<file path="config.mk">
export PLATFORM = sky130hd
export DESIGN_NAME = hazard_fwd_unit
export DESIGN_NICKNAME = d
export VERILOG_FILES = /design/src/rtl/hzu_pkg.sv /design/src/rtl/hzu_match.sv /design/src/rtl/hzu_alu_path.sv /design/src/rtl/hzu_branch_path.sv /design/src/rtl/hazard_fwd_unit.sv
export SDC_FILE = /design/constraint.sdc
export NUM_CORES = 1
export LEC_CHECK = 0
export CAP_MARGIN = 0
export CORE_AREA = 2 2 117 119
export DETAILED_ROUTE_END_ITERATION = 10
export DIE_AREA = 0 0 119 121
export PLACE_DENSITY = 0.77
export SLEW_MARGIN = 30
export SYNTH_ARGS = -nofsm -noshare
export SYNTH_HDL_FRONTEND = slang
export SYNTH_HIERARCHICAL = 1
export SYNTH_SLANG_ARGS = --single-unit
</file>
<file path="constraint.sdc">
create_clock -name vclk -period 4.5
set_input_delay 0.9 -clock vclk [all_inputs]
set_output_delay 0.9 -clock vclk [all_outputs]
set_load 0.02 [all_outputs]
</file>
<file path="src/rtl/hzu_pkg.sv">
package hzu_pkg;
  typedef enum logic [1:0] {
    FWD_NONE = 2'b00,
    FWD_EXM  = 2'b01,
    FWD_WB   = 2'b10
  } fwd_sel_e;

  typedef enum logic [1:0] {
    HS_IDLE  = 2'b00,
    HS_FWD   = 2'b01,
    HS_STALL = 2'b10
  } hz_status_e;
endpackage

</file>
<file path="src/rtl/hzu_match.sv">
module hzu_match #(
  parameter int AW   = 5,
  parameter int NSRC = 2
) (
  input  logic [AW-1:0]           dest,
  input  logic                    wen,
  input  logic [NSRC-1:0][AW-1:0] src,
  input  logic [NSRC-1:0]         need,
  output logic [NSRC-1:0]         hit
);
  logic live;
  // register 0 never carries a result worth waiting for
  assign live = wen && (dest != '0);

  for (genvar i = 0; i < NSRC; i++) begin : g_cmp
    assign hit[i] = live && need[i] && (src[i] == dest);
  end
endmodule

</file>
<file path="src/rtl/hzu_alu_path.sv">
module hzu_alu_path
  import hzu_pkg::*;
#(
  parameter int XLEN = 32
) (
  input  logic            fwd_mode,
  input  logic            ex_hit,
  input  logic            mem_hit,
  input  logic            ex_load,
  input  logic            kill,
  input  logic [XLEN-1:0] rf_val,
  input  logic [XLEN-1:0] ex_val,
  input  logic [XLEN-1:0] mem_val,
  output logic            stall_req,
  output fwd_sel_e        sel,
  output logic [XLEN-1:0] val
);
  fwd_sel_e raw_sel;

  always_comb begin
    if (fwd_mode) stall_req = ex_hit && ex_load;
    else          stall_req = ex_hit || mem_hit;
  end

  always_comb begin
    raw_sel = FWD_NONE;
    if (fwd_mode) begin
      if (ex_hit) begin
        if (!ex_load) raw_sel = FWD_EXM;
      end else if (mem_hit) begin
        raw_sel = FWD_WB;
      end
    end
  end

  assign sel = kill ? FWD_NONE : raw_sel;

  always_comb begin
    case (sel)
      FWD_EXM: val = ex_val;
      FWD_WB:  val = mem_val;
      default: val = rf_val;
    endcase
  end
endmodule

</file>
<file path="src/rtl/hzu_branch_path.sv">
module hzu_branch_path #(
  parameter int XLEN = 32
) (
  input  logic            fwd_mode,
  input  logic            ex_hit,
  input  logic            mem_hit,
  input  logic            mem_load,
  input  logic            kill,
  input  logic [XLEN-1:0] rf_val,
  input  logic [XLEN-1:0] mem_val,
  output logic            stall_req,
  output logic            bstall_req,
  output logic            fwd,
  output logic [XLEN-1:0] val
);
  logic mem_can_fwd;
  logic raw_fwd;

  assign mem_can_fwd = fwd_mode && !mem_load;
  assign bstall_req  = ex_hit;
  assign stall_req   = ex_hit || (mem_hit && !mem_can_fwd);
  assign raw_fwd     = !ex_hit && mem_hit && mem_can_fwd;
  assign fwd         = raw_fwd && !kill;
  assign val         = fwd ? mem_val : rf_val;
endmodule

</file>
<file path="src/rtl/hazard_fwd_unit.sv">
module hazard_fwd_unit
  import hzu_pkg::*;
#(
  parameter int XLEN = 32,
  parameter int AW   = 5
) (
  input  logic            fwd_mode,
  input  logic [AW-1:0]   dec_rs_num,
  input  logic [AW-1:0]   dec_rt_num,
  input  logic            dec_rs_alu,
  input  logic            dec_rt_alu,
  input  logic            dec_rs_br,
  input  logic            dec_rt_br,
  input  logic [XLEN-1:0] dec_rs_val,
  input  logic [XLEN-1:0] dec_rt_val,
  input  logic [AW-1:0]   ex_dest,
  input  logic            ex_wen,
  input  logic            ex_load,
  input  logic [XLEN-1:0] ex_alu_val,
  input  logic [AW-1:0]   mem_dest,
  input  logic            mem_wen,
  input  logic            mem_load,
  input  logic [XLEN-1:0] mem_wr_val,
  output logic            stall,
  output logic            branch_stall,
  output logic            hold_front,
  output logic            insert_bubble,
  output logic [1:0]      fwd_sel_rs,
  output logic [1:0]      fwd_sel_rt,
  output logic [XLEN-1:0] alu_rs_val,
  output logic [XLEN-1:0] alu_rt_val,
  output logic            br_fwd_rs,
  output logic            br_fwd_rt,
  output logic [XLEN-1:0] br_rs_val,
  output logic [XLEN-1:0] br_rt_val,
  output logic [1:0]      hz_status
);
  localparam int NSRC = 2;

  logic [NSRC-1:0][AW-1:0]   src;
  logic [NSRC-1:0][XLEN-1:0] rf;
  logic [NSRC-1:0]           need_alu, need_br;
  logic [NSRC-1:0]           ex_alu_hit, mem_alu_hit, ex_br_hit, mem_br_hit;
  logic [NSRC-1:0]           alu_stall, br_stall, br_bstall, br_fwd;
  fwd_sel_e                  sel [NSRC];
  logic [NSRC-1:0][XLEN-1:0] alu_val, br_val;
  hz_status_e                status;

  assign src      = {dec_rt_num, dec_rs_num};
  assign rf       = {dec_rt_val, dec_rs_val};
  assign need_alu = {dec_rt_alu, dec_rs_alu};
  assign need_br  = {dec_rt_br, dec_rs_br};

  hzu_match #(.AW(AW), .NSRC(NSRC)) u_ex_alu (
    .dest(ex_dest), .wen(ex_wen), .src(src), .need(need_alu), .hit(ex_alu_hit));
  hzu_match #(.AW(AW), .NSRC(NSRC)) u_mem_alu (
    .dest(mem_dest), .wen(mem_wen), .src(src), .need(need_alu), .hit(mem_alu_hit));
  hzu_match #(.AW(AW), .NSRC(NSRC)) u_ex_br (
    .dest(ex_dest), .wen(ex_wen), .src(src), .need(need_br), .hit(ex_br_hit));
  hzu_match #(.AW(AW), .NSRC(NSRC)) u_mem_br (
    .dest(mem_dest), .wen(mem_wen), .src(src), .need(need_br), .hit(mem_br_hit));

  for (genvar i = 0; i < NSRC; i++) begin : g_op
    hzu_alu_path #(.XLEN(XLEN)) u_alu (
      .fwd_mode (fwd_mode),
      .ex_hit   (ex_alu_hit[i]),
      .mem_hit  (mem_alu_hit[i]),
      .ex_load  (ex_load),
      .kill     (stall),
      .rf_val   (rf[i]),
      .ex_val   (ex_alu_val),
      .mem_val  (mem_wr_val),
      .stall_req(alu_stall[i]),
      .sel      (sel[i]),
      .val      (alu_val[i])
    );
    hzu_branch_path #(.XLEN(XLEN)) u_br (
      .fwd_mode  (fwd_mode),
      .ex_hit    (ex_br_hit[i]),
      .mem_hit   (mem_br_hit[i]),
      .mem_load  (mem_load),
      .kill      (stall),
      .rf_val    (rf[i]),
      .mem_val   (mem_wr_val),
      .stall_req (br_stall[i]),
      .bstall_req(br_bstall[i]),
      .fwd       (br_fwd[i]),
      .val       (br_val[i])
    );
  end

  assign stall         = (|alu_stall) || (|br_stall);
  assign branch_stall  = |br_bstall;
  assign hold_front    = stall;
  assign insert_bubble = stall;

  assign fwd_sel_rs = sel[0];
  assign fwd_sel_rt = sel[1];
  assign alu_rs_val = alu_val[0];
  assign alu_rt_val = alu_val[1];
  assign br_fwd_rs  = br_fwd[0];
  assign br_fwd_rt  = br_fwd[1];
  assign br_rs_val  = br_val[0];
  assign br_rt_val  = br_val[1];

  always_comb begin
    if (stall)
      status = HS_STALL;
    else if ((sel[0] != FWD_NONE) || (sel[1] != FWD_NONE) || (|br_fwd))
      status = HS_FWD;
    else
      status = HS_IDLE;
  end
  assign hz_status = status;
endmodule

</file>
== Word-level counts from Yosys, hierarchy flattened ==
Cells that the tools add are included.

* Input bits: 157
* Flip-flop bits (word level): 0
* Logic and storage cells: 74

* Eq/ne operators: 8
* Mux-type cells: 17
* Reduce and logical (&&, ||, !) cells: 49

{| class="wikitable"
|+ Operators with widths
! cell !! count
|-
| 32-bit case mux with 2 select lines || 2
|-
| 32-bit 2-to-1 mux || 2
|-
| 1-bit logical AND || 29
|-
| 5-bit == test || 4
|-
| 2-bit 2-to-1 mux || 9
|-
| 5-bit nonzero test || 2
|-
| 2-bit OR reduction || 4
|-
| 1-bit logical OR || 7
|-
| 1-bit logical NOT || 5
|-
| 2-bit by 1-bit == test with 1-bit output, second input constant || 2
|-
| 2-bit == test, second input constant || 2
|-
| 1-bit 2-to-1 mux || 4
|-
| 2-bit nonzero test || 2
|}

== Longest topological paths before layout ==
* Depth after elaboration: 14
* Gate-level depth with buffers: 13

== Modules after synthesis ==
Netlist, hierarchy kept.

{| class="wikitable"
|+ By module, submodules not included
! module !! area each (µm²) !! times used !! cells each
|-
| hzu_alu_path || 680.7 || 2 || 119
|-
| hzu_branch_path || 576.8 || 2 || 41
|-
| hzu_match || 133.9 || 4 || 18
|-
| hazard_fwd_unit || 55.1 || 1 || 8
|}

== Worst setup path before layout ==
No wires, ideal clock.

* Kind: input port to output port
* Start point: input port ex_dest[1]
* End point: output port alu_rt_val[21]
* Slack: -0.318 ns
* Data arrival time: 3.918 ns
* Required time: 3.600 ns
* Path buffers: 2
* Cell stages on the path: 12
* Cell sequence: or4_1 -> o21ai_2 -> nor3_1 -> nor2_1 -> o21ai_0 -> or4_4 -> nor2b_1 -> and3b_1 -> ha_1 -> buf_2 -> buf_2 -> o21ai_1

* Word-level cells in the longest chain between the ends: 11

{| class="wikitable"
|+ Ends and longest elaborated chain
! element !! RTL line !! source
|-
| start, declared || hazard_fwd_unit.sv:16 || <nowiki>input logic [AW-1:0] ex_dest,</nowiki>
|-
| 5-bit nonzero test || hzu_match.sv:13 || <nowiki>assign live = wen && (dest != '0);</nowiki>
|-
| 1-bit logical AND || hzu_match.sv:13 ||
|-
| 1-bit logical AND || hzu_match.sv:16 || <nowiki>assign hit[i] = live && need[i] && (src[i] == dest);</nowiki>
|-
| 1-bit logical AND (*) || hzu_match.sv:16 ||
|-
| net ex_alu_hit[1] || hazard_fwd_unit.sv:43 || <nowiki>logic [NSRC-1:0] ex_alu_hit, mem_alu_hit, ex_br_hit, mem_br_hit;</nowiki>
|-
| 1-bit logical OR / 1-bit logical AND (equally long branches) || hzu_alu_path.sv:22, hzu_alu_path.sv:21 ||
|-
| 1-bit 2-to-1 mux (*) || hzu_alu_path.sv:21 || <nowiki>if (fwd_mode) stall_req = ex_hit && ex_load;</nowiki>
|-
| net alu_stall[1] || hazard_fwd_unit.sv:44 || <nowiki>logic [NSRC-1:0] alu_stall, br_stall, br_bstall, br_fwd;</nowiki>
|-
| 2-bit OR reduction (*) || hazard_fwd_unit.sv:92 || <nowiki>assign stall = (|alu_stall) || (|br_stall);</nowiki>
|-
| 1-bit logical OR (*) || hazard_fwd_unit.sv:92 ||
|-
| net hold_front || hazard_fwd_unit.sv:26 || <nowiki>output logic hold_front,</nowiki>
|-
| 2-bit 2-to-1 mux (*) || hzu_alu_path.sv:36 || <nowiki>assign sel = kill ? FWD_NONE : raw_sel;</nowiki>
|-
| net fwd_sel_rt[0] || hazard_fwd_unit.sv:29 || <nowiki>output logic [1:0] fwd_sel_rt,</nowiki>
|-
| 2-bit == test / 2-bit by 1-bit == test with 1-bit output (equally long branches) || hzu_alu_path.sv:39 || <nowiki>case (sel)</nowiki>
|-
| 32-bit case mux with 2 select lines (*) || hzu_alu_path.sv:39 ||
|-
| end, declared || hazard_fwd_unit.sv:31 || <nowiki>output logic [XLEN-1:0] alu_rt_val,</nowiki>
|}

Mark *: on every way through the listed nets, which the timed path passes. The rest lies on a longest branch.

== Final worst setup path ==
* Start point: input port ex_dest[2]
* End point: output port alu_rs_val[4]

{| class="wikitable"
|+ RTL lines
! element !! RTL line !! source
|-
| 5-bit nonzero test || hzu_match.sv:13 ||
|-
| 1-bit logical AND || hzu_match.sv:13 ||
|-
| 1-bit logical AND || hzu_match.sv:16 ||
|-
| 1-bit logical AND (*) || hzu_match.sv:16 ||
|-
| net ex_br_hit[1] || hazard_fwd_unit.sv:43 ||
|-
| 1-bit logical OR (*) || hzu_branch_path.sv:21 || <nowiki>assign stall_req = ex_hit || (mem_hit && !mem_can_fwd);</nowiki>
|-
| net br_stall[1] || hazard_fwd_unit.sv:44 ||
|-
| 2-bit OR reduction (*) || hazard_fwd_unit.sv:92 ||
|-
| 1-bit logical OR (*) || hazard_fwd_unit.sv:92 ||
|-
| 2-bit 2-to-1 mux (*) || hzu_alu_path.sv:36 ||
|-
| 2-bit == test / 2-bit by 1-bit == test with 1-bit output (equally long branches) || hzu_alu_path.sv:39 ||
|-
| 32-bit case mux with 2 select lines (*) || hzu_alu_path.sv:39 ||
|-
| end, declared || hazard_fwd_unit.sv:30 || <nowiki>output logic [XLEN-1:0] alu_rs_val,</nowiki>
|}

Marks and branches as above.

==> impl_metrics.tcl <==
set metrics [dict create \
    critPathKind "input pin to output pin" \
    min_path_type "input pin to output pin" \
    maxSlewViolCount 0 \
    cap_violations 0 \
    end_kind "output pin" \
    layout.nets 910 \
    post-route-util_pct 68.7 \
    setup_viol 131 \
    grt_pass1_wl_mm 28.6 \
    crit_chain "buf_6 > or4_4 > o21ai_4 > nor3_4 > a21o_2 > or4_4 > buf_12 > nor2b_4 > and3b_2 > ha_4 > buf_8 > buf_12 > buf_16 > o21ai_4 > buf_6" \
    antenna_found_initial 0 \
    dieArea_mm2 0.0144 \
    switching_share_pct 44.8 \
    dr.pass1.iters 4 \
    overflow 0 \
    wire_per_inst_um 21.7 \
    track_usage_pct 24.8 \
    synth.distinct_cells 28 \
    p_int_uw 384 \
    grt_start_max_net_pins 18 \
    critPathBufInv 6 \
    drt_first_iter_violations 251 \
    syn_area_per_cell_um2 7.76 \
    hp-start "dec_rt_val[0]" \
    rsz0062_at_grt "true" \
    timing.hold.ws_ns 2.49 \
    start_util_pct 23.7 \
    status "finished with violations" \
    postCtsHoldBufs 0 \
    ir_drop_v 0.0000471 \
    net-switching-power_uw 311 \
    hold_violations 0 \
    final_common_cell "clkdlybuf4s50_1" \
    diodes 0 \
    max_stage_delay_ns 0.55 \
    clockPowerShare_pct 0 \
    p_leak_uw 0.00369 \
    period_minus_slack_ns 4.94 \
    worstPathRequired_ns 3.60 \
    syn_to_final_growth_pct 190 \
    die_h_um 121 \
    vias_per_cell 5.18 \
    crit_fanout 5 \
    fin_area_mm2 0.00899 \
    worst_slack_ns -0.440 \
    dp_hpwl_mm 13.5 \
    design.seq.count 0 \
    critPathTopFamily "simple AND/OR/NAND/NOR gates" \
    maxSlewHeadroom_pct 74.2 \
    worst_slew_pin_slew_ns 0.384 \
    finalWirelength_mm 20.0 \
    most-common-layout-cells "143 x clkdlybuf4s50_1, 142 x buf_6, 64 x o21ai_4" \
    gp_congestion 0.937 \
    clkbuf_count 0 \
    critPathArrivalTime_ns 4.04 \
    layout-drive-gt1-share_pct 64.8 \
    ys_warn_count 6 \
    ios 297 \
    power.density_mw_per_mm2 77.3 \
    rows 42 \
    place.port_buffers 297 \
    critPathLaunch "ex_dest[2]" \
    clock.fmax_mhz 202 \
    die_w_um 119 \
    violations "negative setup slack" \
    grt_pass1_vias 5101 \
    vias 4782 \
    ys_seq_area_share_pct 0 \
    dpl_cell_area_mm2 0.00742 \
    register_area_um2 0 \
    pwr-share-seq_pct 0 \
    syn_area_mm2 0.00311 \
    drc 0 \
    cpMaxStageDelayCell "or4_4" \
    synthesis.nets 561 \
    period_share_pct 110 \
    netlist_instances 400 \
    combinationalPowerShare_pct 100.0 \
    ant_nets 0 \
    crit_path_start_kind "input pin" \
    design.core.area_mm2 0.0131 \
]
[per-stage QoR]
step           power (uW)  TNS (ns)  setup WS [ns]  cells
2_1_floorplan         269     -1.64        -0.0643    400
3_3_place_gp          605   -139.18          -1.11    883
3_5_place_dp          615   -147.36          -1.18    883
4_1_cts               648    -37.30         -0.410    919
5_1_grt               722    -45.76         -0.498    923
6_report              695    -38.06         -0.440    923
[synth_stat cells]
library cell	count	share of area, %
nand4_1	8	1.6
nor4_1	1	0.20
nor2b_1	2	0.40
nand2b_1	2	0.40
and3b_1	4	1.1
buf_12	6	3.9
o21ai_0	2	0.32
nand3b_1	4	0.97
or4b_1	2	0.64
mux2_4	58	28
inv_1	2	0.24
nor2_1	3	0.36
a21o_2	2	0.56
or4_1	4	0.97
a21oi_1	1	0.16
nand2_1	74	8.9
buf_4	5	1.2
nor3_1	8	1.3
a22oi_1	64	15
buf_6	8	2.9
buf_2	20	3.2
ha_1	4	1.6
or4_4	1	0.36
o21ai_1	64	10
mux2_2	6	2.2
xnor2_1	40	11
or2_2	1	0.20
o21ai_2	4	1.1
[power by group through the flow]
stage	Clock (uW)	Sequential [uW]	Combinational (uW)
2_1_floorplan	0	0	269
3_3_place_gp	0	0	605
3_5_place_dp	0	0	615
4_1_cts	0	0	648
5_1_grt	0	0	722
6_report	0	0	695
[per-layer routing]
layer	global-route usage, %	vias to the layer above	share of wire [%]
li1	-	2203	-
met1	28.9	2335	39
met2	48.8	213	55
met3	2.54	31	3.9
met4	4.91	0	2.0
met5	0	-	0
[final timing paths]
check	cells past startpoint	slack, ns	end
worst min-delay path	4	2.49	alu_rt_val[0]
worst max-delay path	15	-0.44	alu_rs_val[4]
[cell families (layout without fill, tap and decap cells)]
group / Yosys count / in the layout / synth area share (%)
compound gates: 137 / 137 / 28.0
simple gates: 114 / 114 / 17.5
mux: 64 / 64 / 30.2
buf+inv: 41 / 388 / 11.4
xor+xnor: 40 / 40 / 11.3
fa+ha+maj: 4 / 4 / 1.61
[layout make-up]
class                           count  area [um^2]
Timing Repair Buffer              386         4540
Fill cell                         902         4090
Inverter                            2         15.0
Tap cell                          176          220
Multi-Input combinational cell    359         4210
[repair_timing]
action,4_1_cts,5_1_grt
cloned,16,3
endpoints found under the hold margin,0,0
endpoints found under the setup margin,139,139
setup buffers,21,5
pin swaps,26,18
gates resized for setup,868,143
No activity file was read; power rests on OpenSTA's default activity.
